**src/rtl/strobe_dec_pkg.sv**
```systemverilog
package strobe_dec_pkg;

  // Strobes sent from the control module to the datapath
  typedef struct packed {
    logic loadAddr;   // holding register takes the address this edge
    logic clearAll;   // synchronous clear of all state
    logic driveOut;   // output register follows the decode this edge
  } dec_ctl_t;

endpackage

```
**src/rtl/strobe_dec_ctrl.sv**
```systemverilog
module strobe_dec_ctrl
  import strobe_dec_pkg::*;
(
  input  logic     rst,
  input  logic     latchStrobe,
  output dec_ctl_t ctl
);

  always_comb begin
    ctl          = '0;
    ctl.clearAll = rst;
    ctl.loadAddr = latchStrobe && !rst;
    ctl.driveOut = !rst;
  end

endmodule

```
**src/rtl/strobe_dec_path.sv**
```systemverilog
module strobe_dec_path
  import strobe_dec_pkg::*;
#(
  parameter int AddrW     = 4,
  parameter bit ActiveLow = 1'b0
) (
  input  logic                 clk,
  input  dec_ctl_t             ctl,
  input  logic [AddrW-1:0]     addrIn,
  input  logic                 enableN,
  output logic [(1<<AddrW)-1:0] selOut
);

  localparam int OutN = 1 << AddrW;
  localparam logic [OutN-1:0] IdleVec = ActiveLow ? {OutN{1'b1}} : {OutN{1'b0}};

  logic [AddrW-1:0] heldAddr;
  logic [OutN-1:0]  hitVec;
  logic [OutN-1:0]  nextOut;
  logic [OutN-1:0]  selReg;
  logic [OutN-1:0]  actVec;

  // Strobed holding stage for the address only
  always_ff @(posedge clk) begin
    if (ctl.clearAll) begin
      heldAddr <= '0;
    end else if (ctl.loadAddr) begin
      heldAddr <= addrIn;
    end
  end

  // One comparator per output; the enable gates after the holding stage
  for (genvar i = 0; i < OutN; i++) begin : gen_decode
    assign hitVec[i] = !enableN && (heldAddr == AddrW'(i));
  end

  // Polarity chosen at build time
  if (ActiveLow) begin : gen_pol_low
    assign nextOut = ~hitVec;
    assign actVec  = ~selReg;
  end else begin : gen_pol_high
    assign nextOut = hitVec;
    assign actVec  = selReg;
  end

  always_ff @(posedge clk) begin
    if (ctl.clearAll) begin
      selReg <= IdleVec;
    end else if (ctl.driveOut) begin
      selReg <= nextOut;
    end
  end

  assign selOut = selReg;

  // a closed strobe freezes the held address
  assert_hold_R2: assert property (@(posedge clk) disable iff (ctl.clearAll)
    !ctl.loadAddr |=> $stable(heldAddr));

  // enabled means exactly one active output
  assert_onehot_R3: assert property (@(posedge clk) disable iff (ctl.clearAll)
    (!$past(ctl.clearAll) && !$past(enableN)) |-> ($countones(actVec) == 1));

  // the active output index is the held address
  assert_index_R3: assert property (@(posedge clk) disable iff (ctl.clearAll)
    (!$past(ctl.clearAll) && !$past(enableN)) |-> actVec[$past(heldAddr)]);

  // disabled means nothing active
  assert_idle_R4: assert property (@(posedge clk) disable iff (ctl.clearAll)
    (!$past(ctl.clearAll) && $past(enableN)) |-> (actVec == '0));

  // an open strobe loads the presented address
  assert_load_R1: assert property (@(posedge clk) disable iff (ctl.clearAll)
    ctl.loadAddr |=> (heldAddr == $past(addrIn)));

endmodule

```
**src/rtl/strobe_select_decoder.sv**
```systemverilog
module strobe_select_decoder
  import strobe_dec_pkg::*;
#(
  parameter int AddrW     = 4,
  parameter bit ActiveLow = 1'b0,
  localparam int OutN     = 1 << AddrW
) (
  input  logic             clk,
  input  logic             rst,
  input  logic [AddrW-1:0] addrIn,
  input  logic             latchStrobe,
  input  logic             enableN,
  output logic [OutN-1:0]  selOut
);

  dec_ctl_t ctl;

  strobe_dec_ctrl ctrl_i (
    .rst        (rst),
    .latchStrobe(latchStrobe),
    .ctl        (ctl)
  );

  strobe_dec_path #(
    .AddrW    (AddrW),
    .ActiveLow(ActiveLow)
  ) path_i (
    .clk    (clk),
    .ctl    (ctl),
    .addrIn (addrIn),
    .enableN(enableN),
    .selOut (selOut)
  );

endmodule

```
**config.mk**
```make
export PLATFORM = sky130hd
export DESIGN_NAME = strobe_select_decoder
export DESIGN_NICKNAME = d
export VERILOG_FILES = /design/src/rtl/strobe_dec_pkg.sv /design/src/rtl/strobe_dec_ctrl.sv /design/src/rtl/strobe_dec_path.sv /design/src/rtl/strobe_select_decoder.sv
export SDC_FILE = /design/constraint.sdc
export NUM_CORES = 1
export LEC_CHECK = 0
export BUFFER_PORTS_ARGS = -buffer_cell sky130_fd_sc_hd__buf_2
export CAP_MARGIN = 20
export CORE_UTILIZATION = 43
export CTS_CLUSTER_SIZE = 30
export DETAILED_ROUTE_END_ITERATION = 10
export PLACE_DENSITY = 0.82
export SLEW_MARGIN = 5
export SYNTH_ARGS = -nofsm -noshare
export SYNTH_HDL_FRONTEND = slang
export SYNTH_SLANG_ARGS = --single-unit
export TNS_END_PERCENT = 10
```
**constraint.sdc**
```tcl
create_clock -name clk -period 1.24 [get_ports clk]
set_input_delay 0.186 -clock clk [delete_from_list [all_inputs] [get_ports clk]]
set_output_delay 0.186 -clock clk [all_outputs]
set_load 0.02 [all_outputs]
```
### Yosys cells after proc, flatten, opt, wreduce, memory -nomap -nowiden

Cells that the tools add are included.
W data, S select, Z words.

| word-level totals | value |
|---|---|
| bits in registers | 20 |
| bits of input ports | 8 |
| output and inout port bits | 16 |

| operators by class | value |
|---|---|
| equal/unequal tests | 15 |
| reduce and logical (&&, ||, !) cells | 20 |

Operators with widths:

| operator | count |
|---|---|
| $eq A4 B4 Y1 const B | 8 |
| $logic_and A1 B1 Y1 | 17 |
| $eq A4 B3 Y1 const B | 4 |
| $eq A4 B2 Y1 const B | 2 |
| $eq A4 B1 Y1 const B | 1 |
| $logic_not A4 Y1 | 1 |
| $logic_not A1 Y1 | 2 |

### Depth between registers and ports, before layout

Gate-level depths: netlist (run 1).

| depth | value |
|---|---|
| depth after elaboration | 2 |
| depth in mapped cells | 3 |
| gate-level depth less buffers | 2 |

### By module

Synthesis (run 1) repeated with hierarchy kept, for this count alone.

| second synthesis, totals | value |
|---|---|
| cells, all modules | 77 |
| area total of the unflattened synthesis | 800.8 um2 |

By module, submodules not included:

| module | times used | cells each | area each (um2) |
|---|---|---|---|
| strobe_dec_path | 1 | 74 | 783.3 |
| strobe_dec_ctrl | 1 | 3 | 17.5 |

### Least setup slack after synthesis (run 1)

OpenSTA, ideal clock, no wires.

| timing path | value |
|---|---|
| path kind | register -> register |
| start point | reg path_i.heldAddr[3] |
| end point | reg path_i.selReg[4] (netlist: path_i.selOut[4]) |
| setup time | 0.078 ns |
| arrival | 0.973 ns |
| required time | 1.162 ns |
| setup slack | 0.189 ns |
| stages on the path, launching flop included | 3 |
| cell sequence | dfxtp_1 or4b_4 nor3_1 |

| on the way | value |
|---|---|
| cells in the longest elaborated chain, start to end | 2 |

RTL lines:

| element | RTL line | text |
|---|---|---|
| start, declared | strobe_dec_path.sv:17 | `logic [AddrW-1:0] heldAddr;` |
| start signal, assigned | strobe_dec_path.sv:28 | `heldAddr <= addrIn;` |
| $eq A4 B3 Y1 | strobe_dec_path.sv:34 | `assign hitVec[i] = !enableN && (heldAddr == AddrW'(i));` |
| $logic_and A1 B1 Y1 | strobe_dec_path.sv:34 |  |
| end signal, assigned | strobe_dec_path.sv:48 | `selReg <= IdleVec;` |
| end signal, assigned | strobe_dec_path.sv:50 | `selReg <= nextOut;` |
| end, declared | strobe_dec_path.sv:20 | `logic [OutN-1:0] selReg;` |

No other way between the ends.
A chain may end at the register's enable or synchronous reset.

### Worst setup path after layout (run 1)

| timing path | value |
|---|---|
| start point | reg path_i.heldAddr[2] |
| end point | reg path_i.selReg[0] (netlist: path_i.selOut[0]) |

| on the way | value |
|---|---|
| cells in the longest elaborated chain, start to end | 2 |

RTL lines:

| element | RTL line |
|---|---|
| $logic_not A4 Y1 | strobe_dec_path.sv:34 |
| $logic_and A1 B1 Y1 | strobe_dec_path.sv:34 |

No other way between the ends.

==> results of run 1 <==
sequential cells by signal, summed over array words and instances (netlist names):
name             flops
path_i.heldAddr      4
path_i.selOut       16
worst max path at each step:
stage	cells past startpoint	to	from	slack, ps
floorplan	2	path_i.selOut[4]	path_i.heldAddr[3]	190
global placement	2	path_i.selOut[8]	path_i.heldAddr[2]	160
detailed placement	2	path_i.selOut[3]	path_i.heldAddr[2]	140
CTS	2	path_i.selOut[3]	path_i.heldAddr[2]	110
global route	2	path_i.selOut[0]	path_i.heldAddr[2]	80
finish	2	path_i.selOut[0]	path_i.heldAddr[2]	110
layout by cell type, fill, tap and decap left out:
cell type | Yosys | routed
sky130_fd_sc_hd__or4_4 | 1 | 1
sky130_fd_sc_hd__mux2i_1 | 4 | 4
sky130_fd_sc_hd__nor3_1 | 4 | 4
sky130_fd_sc_hd__dfxtp_1 | 20 | 20
sky130_fd_sc_hd__clkbuf_8 | 0 | 1
sky130_fd_sc_hd__nand2_1 | 1 | 1
sky130_fd_sc_hd__nand2b_1 | 2 | 2
sky130_fd_sc_hd__nand4bb_1 | 1 | 1
sky130_fd_sc_hd__nor2_1 | 16 | 16
sky130_fd_sc_hd__or4b_4 | 2 | 2
sky130_fd_sc_hd__buf_2 | 0 | 23
sky130_fd_sc_hd__clkbuf_4 | 0 | 3
routing by layer:
metal	GRT usage (%)	vias up	routed length (um)
met1	17.75	188	423
met2	26.67	26	492
met3	3.468	2	82
li1	-	225	-
met4	15.52	0	14
met5	0	-	0
per-stage QoR:
step	cells	hold slack (ps)	power [uW]	worst slack [ps]	util [%]
2_1_floorplan	52	258.4	718.0	188.8	-
6_report	92	132.3	1081	114.1	63.71
3_3_place_gp	88	421.1	742.0	163.0	60.65
5_1_grt	92	130.4	1128	79.50	63.71
3_5_place_dp	88	431.1	743.5	139.8	60.65
4_1_cts	92	120.6	1097	113.9	63.71
logic make-up (layout without fill, tap and decap cells):
kind of cell	Yosys count	after routing
simple gates	27	27
flops	20	20
buf+inv	1	27
mux	4	4
power groups by stage:
| stage | logic, uW | clock network [uW] | registers [uW] |
|---|---|---|---|
| after global placement | 59.2 | 0 | 683 |
| after floorplan | 30.6 | 0 | 687 |
| after detailed placement | 60.4 | 0 | 683 |
| final | 60.6 | 352 | 669 |
| after global routing | 66.6 | 390 | 671 |
| after CTS | 60.6 | 368 | 668 |
worst max-delay path: stages (launching register included):
cell                      delay, ps
sky130_fd_sc_hd__dfxtp_1        350
sky130_fd_sc_hd__or4_4          570
sky130_fd_sc_hd__nor3_1         140
layout make-up:
class / instances / area [sq um]
fillers: 98 / 430.4
clock buffers: 4 / 36.28
multi-input cells: 31 / 186.4
well taps: 14 / 17.52
flip-flops and latches: 20 / 400.4
repair buffers: 23 / 115.1
==> flow_summary.ini, run 1 <==
[run_status]
run_status = finished, final reports clean

[drt]
first_iter_violations = 19
detail_route.vias_per_cell = 4.793
routedWlPerCell_um = 11.01
dr.pass1.iters = 4
detailroute.via_count = 441
drc = 0
detail-route-antenna-nets = 0
detail_route.wirelength_um = 1013

[cells_and_area]
fin_area_sq_um = 755.7
num-nets-final = 87
syn2layout_area_growth_pct = 27.97
num_antenna_cells = 0
final_layout_size_suffix_gt1_share_pct = 38.46

[synthesis]
synth_most_common_cell = sky130_fd_sc_hd__dfxtp_1
synth.largest_area_cell = sky130_fd_sc_hd__dfxtp_1
post_synth_xor_area_fraction_pct = 0
synth.cells.most_frequent = sky130_fd_sc_hd__dfxtp_1, sky130_fd_sc_hd__nor2_1, sky130_fd_sc_hd__mux2i_1, sky130_fd_sc_hd__nor3_1
yosys_warnings = 0
yosys-mux-area-fraction_pct = 6.780
synth.area.top_cells = sky130_fd_sc_hd__dfxtp_1, sky130_fd_sc_hd__nor2_1, sky130_fd_sc_hd__mux2i_1
seq_area_frac_synth_pct = 67.80
combined_area_of_all_synthesized_cells_sq_um = 590.6
synth-edff-count = 0
synth_simple_gate_area_share_pct = 24.79
fraction_of_synthesis_flops_using_an_asynchronous_set_or_reset_pin_pct = 0
synth_top_family_by_area = simple AND/OR/NAND/NOR gates
post_synth_inst_count = 52
post_synth_fa_ha_maj_area_fraction_pct = 0
synth_nets = 60
synth_compound_area_share_pct = 0
synth_cell_type_count = 10
netlist.area_leader.share_pct = 67.80
ys_seq_elements = 20
synth_top_flop_cell = sky130_fd_sc_hd__dfxtp_1
synthesis.area_per_instance_sq_um = 11.36

[power]
irDropWorstVdd_mv = 0.7505
power_switching_uw = 218.5
intPower_uw = 862.7
p_clk_share_pct = 32.5
areal_power_density_over_the_cells_nw_per_um2 = 1431
power.switching_fraction_pct = 20.21
power_frac_seq_pct = 61.9
gate_power_share_pct = 5.6
power.leakage_uw = 0.0003629

[cts]
postCtsSetupRepairBufs = 0
number_of_hold_buffers_added_after_cts = 0
tritoncts_num_sinks = 20
worst_skew_pair.late_latency_ps = 290
clockBufferDepth = 2
clock_tree.htree_level_count = 1
tritoncts.num_buffers = 3
cts_tree = yes
clock_pin_transition_on_the_worst_setup_and_hold_timing_paths_ps = 100
cts.repair.resized = 0
clockRootBuffer = sky130_fd_sc_hd__clkbuf_4

[timing]
slew_headroom_pct = 81.53
finalCriticalPeriod_ps = 1126
timing.clock.skew_ps = 3.730
fin_tns_setup_ps = 0
fin_crit_sh_pct = 90.80
worstMarginPinSlew_ps = 276.6
max_clock_freq_mhz = 888.2
final-hold-violation-count = 0
rsz0062_at_grt = no
setup-violations-final = 0
final-max-slew-violation-count = 0

[critical_path]
cp-end-kind = flip-flop
r2r_start = path_i.heldAddr[2]
timing.critical_path.fanout_max = 5
worst-setup-path-type = flip-flop to flip-flop
cp-start-kind = flip-flop
data_required_time_of_the_worst_path_ps = 1460
arrival_ps = 1340
worst-r2r-setup-slack_ps = 110
timing.reg2reg.worst_path_depth = 2
reg2reg_to = path_i.selOut[0]

[worst_hold_path]
min_delay_path_depth = 3
min_to = path_i.heldAddr[3]
holdCritStartpoint = addrIn[3]
worst_hold_path_type = input port to flip-flop

[global_route]
number_of_global_route_vias_before_repair = 373
globalRoute.totalOverflow = 0
track_usage_pct = 16.61
grt_pass1_wl_um = 1552
grt_start_max_net_pins = 12
initial_antenna_violation_count = 0

[die]
ios = 24
die_height_um = 39.06
initial_utilization_pct = 49.79
die_area_sq_um = 1526
floorplan.rows = 12
placeableCoreArea_sq_um = 1186
die_width_um = 39.06

[placed_design]
portBuffers = 23
globalplace.congestion = 0.7326
hpwlAfterDp_um = 784.4
cell_area_placed_sq_um = 719.4

[run]
max_cap_violations = 0
Note: power is estimated with default switching activity, not from simulation.
==> run 2, diff against run 1 <==
- CORE_UTILIZATION: 43 -> 48
- PLACE_DENSITY: 0.82 -> 0.85
- SYNTH_HIERARCHICAL: unset -> 1
==> flow_summary.ini, run 2 <==
[cells_and_area]
layout.cells.most_common_list = sky130_fd_sc_hd__buf_2, sky130_fd_sc_hd__dfxtp_1, sky130_fd_sc_hd__inv_1, sky130_fd_sc_hd__o32ai_1
num_antenna_cells = 0
layout.cells.most_common = sky130_fd_sc_hd__buf_2
number_of_flip_flops_under_the_largest_register_name = 16
syn2layout_area_growth_pct = 22.34
num-nets-final = 112
final_layout_size_suffix_gt1_share_pct = 35.92

[timing]
fin_tns_setup_ps = 0
rsz0062_at_grt = no
setup-violations-final = 0
slew_headroom_pct = 82.71
max_clock_freq_mhz = 852.4
hold_ws_ps = 128.0
timing.clock.skew_ps = 1.217
worstMarginPinSlew_ps = 258.3
finalCriticalPeriod_ps = 1173
final-hold-violation-count = 0
final-max-slew-violation-count = 0
fin_crit_sh_pct = 94.60

[drt]
dr.pass1.iters = 4
detail-route-antenna-nets = 0
routedWlPerCell_um = 12.45
detail_route.wirelength_um = 1481
detailroute.via_count = 646
first_iter_violations = 14
detail_route.vias_per_cell = 5.429
drc = 0

[global_route]
grt_start_max_net_pins = 16
globalRoute.totalOverflow = 0
grt_pass1_wl_um = 2394
initial_antenna_violation_count = 0
track_usage_pct = 16.98
number_of_global_route_vias_before_repair = 549

[critical_path]
worst-setup-path-type = flip-flop to flip-flop
cp-end-kind = flip-flop
slowest_stage = sky130_fd_sc_hd__or4b_4
timing.critical_path.fanout_max = 9
crit_chain = or4b_4, o32ai_1
critPathMaxStageDelay_ps = 560
cp-start-kind = flip-flop
arrival_ps = 1380
data_required_time_of_the_worst_path_ps = 1440

[synthesis]
yosys_warnings = 6
netlist.area_leader.share_pct = 50.00
synth.cells.most_frequent = sky130_fd_sc_hd__dfxtp_1, sky130_fd_sc_hd__inv_1, sky130_fd_sc_hd__o32ai_1
synth.area.top_cells = sky130_fd_sc_hd__dfxtp_1, sky130_fd_sc_hd__o32ai_1, sky130_fd_sc_hd__inv_1
combined_area_of_all_synthesized_cells_sq_um = 800.8
seq_area_frac_synth_pct = 50.00
fraction_of_synthesis_flops_using_an_asynchronous_set_or_reset_pin_pct = 0
ys_seq_elements = 20
synth_nets = 85
post_synth_inst_count = 77
synth_top_flop_cell = sky130_fd_sc_hd__dfxtp_1
synth_cell_type_count = 17
synthesis.area_per_instance_sq_um = 10.40
synth-edff-count = 0
synth.largest_area_cell = sky130_fd_sc_hd__dfxtp_1
synth_most_common_cell = sky130_fd_sc_hd__dfxtp_1

[cts]
clock_tree.htree_level_count = 1
clock_pin_transition_on_the_worst_setup_and_hold_timing_paths_ps = 110
tritoncts.num_buffers = 3
tritoncts_num_sinks = 20
cts_tree = yes
worst_skew_pair.late_latency_ps = 290
clockRootBuffer = sky130_fd_sc_hd__clkbuf_4
number_of_hold_buffers_added_after_cts = 0
clockBufferDepth = 2

[die]
die_width_um = 42.85
floorplan.rows = 14
ios = 24
die_area_sq_um = 1836
placeableCoreArea_sq_um = 1524
initial_utilization_pct = 52.55
die_height_um = 42.85

[run]
max_cap_violations = 0

[placed_design]
portBuffers = 23
hpwlAfterDp_um = 1097
globalplace.congestion = 0.7512

[worst_hold_path]
worst_hold_path_type = input port to flip-flop

[power]
areal_power_density_over_the_cells_nw_per_um2 = 1151
power.leakage_uw = 0.0003909
irDropWorstVdd_mv = 0.6878

[run_status]
run_status = finished, final reports clean
## run 2: changes by cell type in the layout (fill, tap and decap cells not counted), sizes merged, moves of 5 or more
cell and change:
o32ai +12, inv +13, nor2 -11, buf +5
## run 2: through the flow
stage | area [sq um] | setup slack (ps) | std cells | utilization, % | total power, uW
finish | 979.7 | 66.91 | 119 | 64.29 | 1127
global route | 979.7 | 11.50 | 119 | 64.29 | 1178
CTS | 978.4 | 25.28 | 119 | 64.20 | 1139
detailed placement | 942.2 | 43.72 | 115 | 61.82 | 775.4
global placement | 942.2 | 97.27 | 115 | 61.82 | 771.3
floorplan | 800.8 | 153.9 | 77 | - | 741.6
## run 2: worst paths after layout
kind	start	depth (start not counted)	to	slack (ps)
worst max-delay path	path_i/heldAddr[1]	2	path_i/selOut[4]	70
worst min register to register	path_i/selOut[2]	1	path_i/selOut[2]	470
worst max register to register	path_i/heldAddr[1]	2	path_i/selOut[4]	70
worst min-delay path	addrIn[1]	3	path_i/heldAddr[1]	130
## run 2: repair_timing
action | in CTS | in global routing
resized for setup | 0 | 1
setup buffers | 0 | 0
endpoints found under the setup margin | 0 | 1
## run 2: layout make-up
cell class,instances,area [sq um]
clock buffers,4,36.28
fillers,136,544.3
inverters,13,48.80
multi-input cells,38,320.3
flip-flops and latches,20,401.6
well taps,16,20.02
repair buffers,28,152.6
## run 2: layer usage
metal / global-route usage, % / share of wire (%) / vias up
met4: 5.625 / 0.41 / 0
met5: 0 / 0 / -
met2: 26.36 / 46 / 19
met3: 4.681 / 5.2 / 2
li1: - / - / 333
met1: 22.61 / 48 / 292
## run 2: power by group
part	internal, uW	leakage [uW]	switching (uW)
clock	179	0.0000210	187
sequential	653	0.000162	12.7
combinational	47.0	0.000208	49.5
## run 2: kinds of logic (layout without fill, tap and decap cells)
group                  Yosys count  in the layout  synth area share, %
flip-flops                      20             20                50.00
multiplexers                     4              4                5.000
AND/OR/NAND/NOR                 18             18                17.50
AO/OA/AOI/OAI                   16             16                17.50
buffers and inverters           19             45                9.999
## run 2: critical path, delay by kind of cell, from the launching register on
| kind | cells | cell delay (ps) |
|---|---|---|
| AOI/OAI and AO/OA | 1 | 130 |
| DFF | 1 | 390 |
| and+or+nand+nor | 1 | 560 |
==> run 3, diff against run 2 <==
- CTS_BUF_LIST: unset -> sky130_fd_sc_hd__clkbuf_16
==> flow_summary.ini, run 3 (synthesis gave the netlist of run 2 again) <==
[cts]
postCtsSetupRepairBufs = 0
clockRootBuffer = sky130_fd_sc_hd__clkbuf_16
worst_skew_pair.late_latency_ps = 250
tritoncts.num_buffers = 3
clock_tree.htree_level_count = 1
tritoncts_num_sinks = 20
number_of_hold_buffers_added_after_cts = 0
clock_pin_transition_on_the_worst_setup_and_hold_timing_paths_ps = 60
cts.repair.resized = 0
clockBufferDepth = 2
cts_tree = yes

[cells_and_area]
final.fill_count = 125
number_of_flip_flops_under_the_largest_register_name = 16
num_antenna_cells = 0
num-nets-final = 112
fin_area_sq_um = 1022
multiInputGateArea_sq_um = 320.3
syn2layout_area_growth_pct = 27.66
final_layout_size_suffix_gt1_share_pct = 34.95
finalNonFillerCells = 119
layout.cells.most_common_list = sky130_fd_sc_hd__buf_2, sky130_fd_sc_hd__dfxtp_1, sky130_fd_sc_hd__inv_1, sky130_fd_sc_hd__o32ai_1
layout.cells.most_common = sky130_fd_sc_hd__buf_2
sequential_cell_area_sq_um = 401.6

[placed_design]
globalplace.congestion = 0.7512
preCtsSetupSlack_ps = 43.72
cell_area_placed_sq_um = 942.2
hpwlAfterDp_um = 1097
portBuffers = 23
dp.cells = 115

[drt]
drc = 0
first_iter_violations = 15
detailroute.via_count = 664
routedWlPerCell_um = 13.78
dr.pass1.iters = 4
detail_route.wirelength_um = 1640
detail_route.vias_per_cell = 5.580
detail-route-antenna-nets = 0

[die]
initial_utilization_pct = 52.55
die_height_um = 42.85
ios = 24
die_area_sq_um = 1836
floorplan.rows = 14
placeableCoreArea_sq_um = 1524
die_width_um = 42.85

[power]
power_frac_seq_pct = 47.0
p_clk_share_pct = 46.0
irDropWorstVdd_mv = 0.9506
gate_power_share_pct = 7.0
power_switching_uw = 289.6
areal_power_density_over_the_cells_nw_per_um2 = 1388
power.leakage_uw = 0.0004084
intPower_uw = 1129
power.switching_fraction_pct = 20.41

[run_status]
run_status = finished, final reports clean

[critical_path]
timing.critical_path.to = path_i/selOut[0]
data_required_time_of_the_worst_path_ps = 1400
r2r_start = path_i/heldAddr[3]
cp-end-kind = flip-flop
critical_path_cell_count = 2
timing.critical_path.fanout_max = 5
crit_chain = or4b_4, o2bb2ai_1
critPathMaxStageDelay_ps = 580
slowest_stage = sky130_fd_sc_hd__or4b_4
worst-setup-path-type = flip-flop to flip-flop
cp_top_family = simple AND/OR/NAND/NOR gates
arrival_ps = 1400
reg2reg_to = path_i/selOut[0]
timing.reg2reg.worst_path_depth = 2
cp-start-kind = flip-flop
timing.critical_path.from = path_i/heldAddr[3]
crit_buf_inv = 0
worst-r2r-setup-slack_ps = 3

[timing]
layout_setup_ws_ps = 3.139
slew_headroom_pct = 79.48
final-hold-violation-count = 0
setup-violations-final = 0
max_clock_freq_mhz = 808.5
rsz0062_at_grt = no
finalCriticalPeriod_ps = 1237
timing.clock.skew_ps = 2.377
fin_crit_sh_pct = 99.75
worstMarginPinSlew_ps = 306.7
fin_tns_setup_ps = 0
final-max-slew-violation-count = 0

[run]
max_cap_violations = 0

[worst_hold_path]
worst_hold_path_type = input port to flip-flop

[global_route]
number_of_global_route_vias_before_repair = 578
globalRoute.totalOverflow = 0
initial_antenna_violation_count = 0
grt_start_max_net_pins = 16
grt_pass1_wl_um = 2587
track_usage_pct = 18.92
==> run 3: cell types whose count changed in the layout (fill, tap and decap cells not counted), sizes merged <==
cell,change
clkbuf,-1
clkinv,+1
==> run 3: stage by stage <==
stage / hold slack, ps / total power (uW) / utilization (%)
3_3_place_gp: 419.1 / 771.3 / 61.82
4_1_cts: 181.5 / 1422 / 67.00
6_report: 178.0 / 1419 / 67.08
3_5_place_dp: 435.3 / 775.4 / 61.82
5_1_grt: 187.9 / 1466 / 67.08
2_1_floorplan: 333.2 / 741.6 / -
==> run 3: worst min path at each step <==
stage          startpoint            endpoint  slack (ps)  cells past startpoint
2_1_floorplan   addrIn[0]  path_i/heldAddr[0]         330                      2
5_1_grt               rst  path_i/heldAddr[1]         190                      2
3_5_place_dp    addrIn[3]  path_i/heldAddr[3]         440                      3
3_3_place_gp    addrIn[2]  path_i/heldAddr[2]         420                      3
4_1_cts         addrIn[3]  path_i/heldAddr[3]         180                      3
6_report        addrIn[1]  path_i/heldAddr[1]         180                      3
==> run 3: worst min-delay path, delay by kind of cell <==
family	cells	cell delay, ps
mux	1	50
buf+inv	1	70
simple gates	1	70
==> run 3: power groups by stage <==
stage                     logic (uW)  clock network [uW]  registers, uW
after detailed placement        95.8                   0            680
final                           98.7                 653            667
after CTS                       97.7                 657            666
after global placement          93.1                   0            678
after global routing             106                 692            669
after floorplan                 60.5                   0            681
==> run 3: area by class of cell <==
class	count	area share, %
flip-flops and latches	20	39.29
multi-input cells	38	31.33
repair buffers	28	14.93
clock buffers	3	7.344
inverters	13	4.774
well taps	16	1.958
clock inverters	1	0.3672
==> run 3: per-layer routing <==
| metal | wire (um) | global-route usage (%) |
|---|---|---|
| met1 | 756 | 23.67 |
| met2 | 746 | 28.79 |
| met3 | 80 | 5.106 |
| met4 | 57 | 11.25 |
| met5 | 0 | 0 |
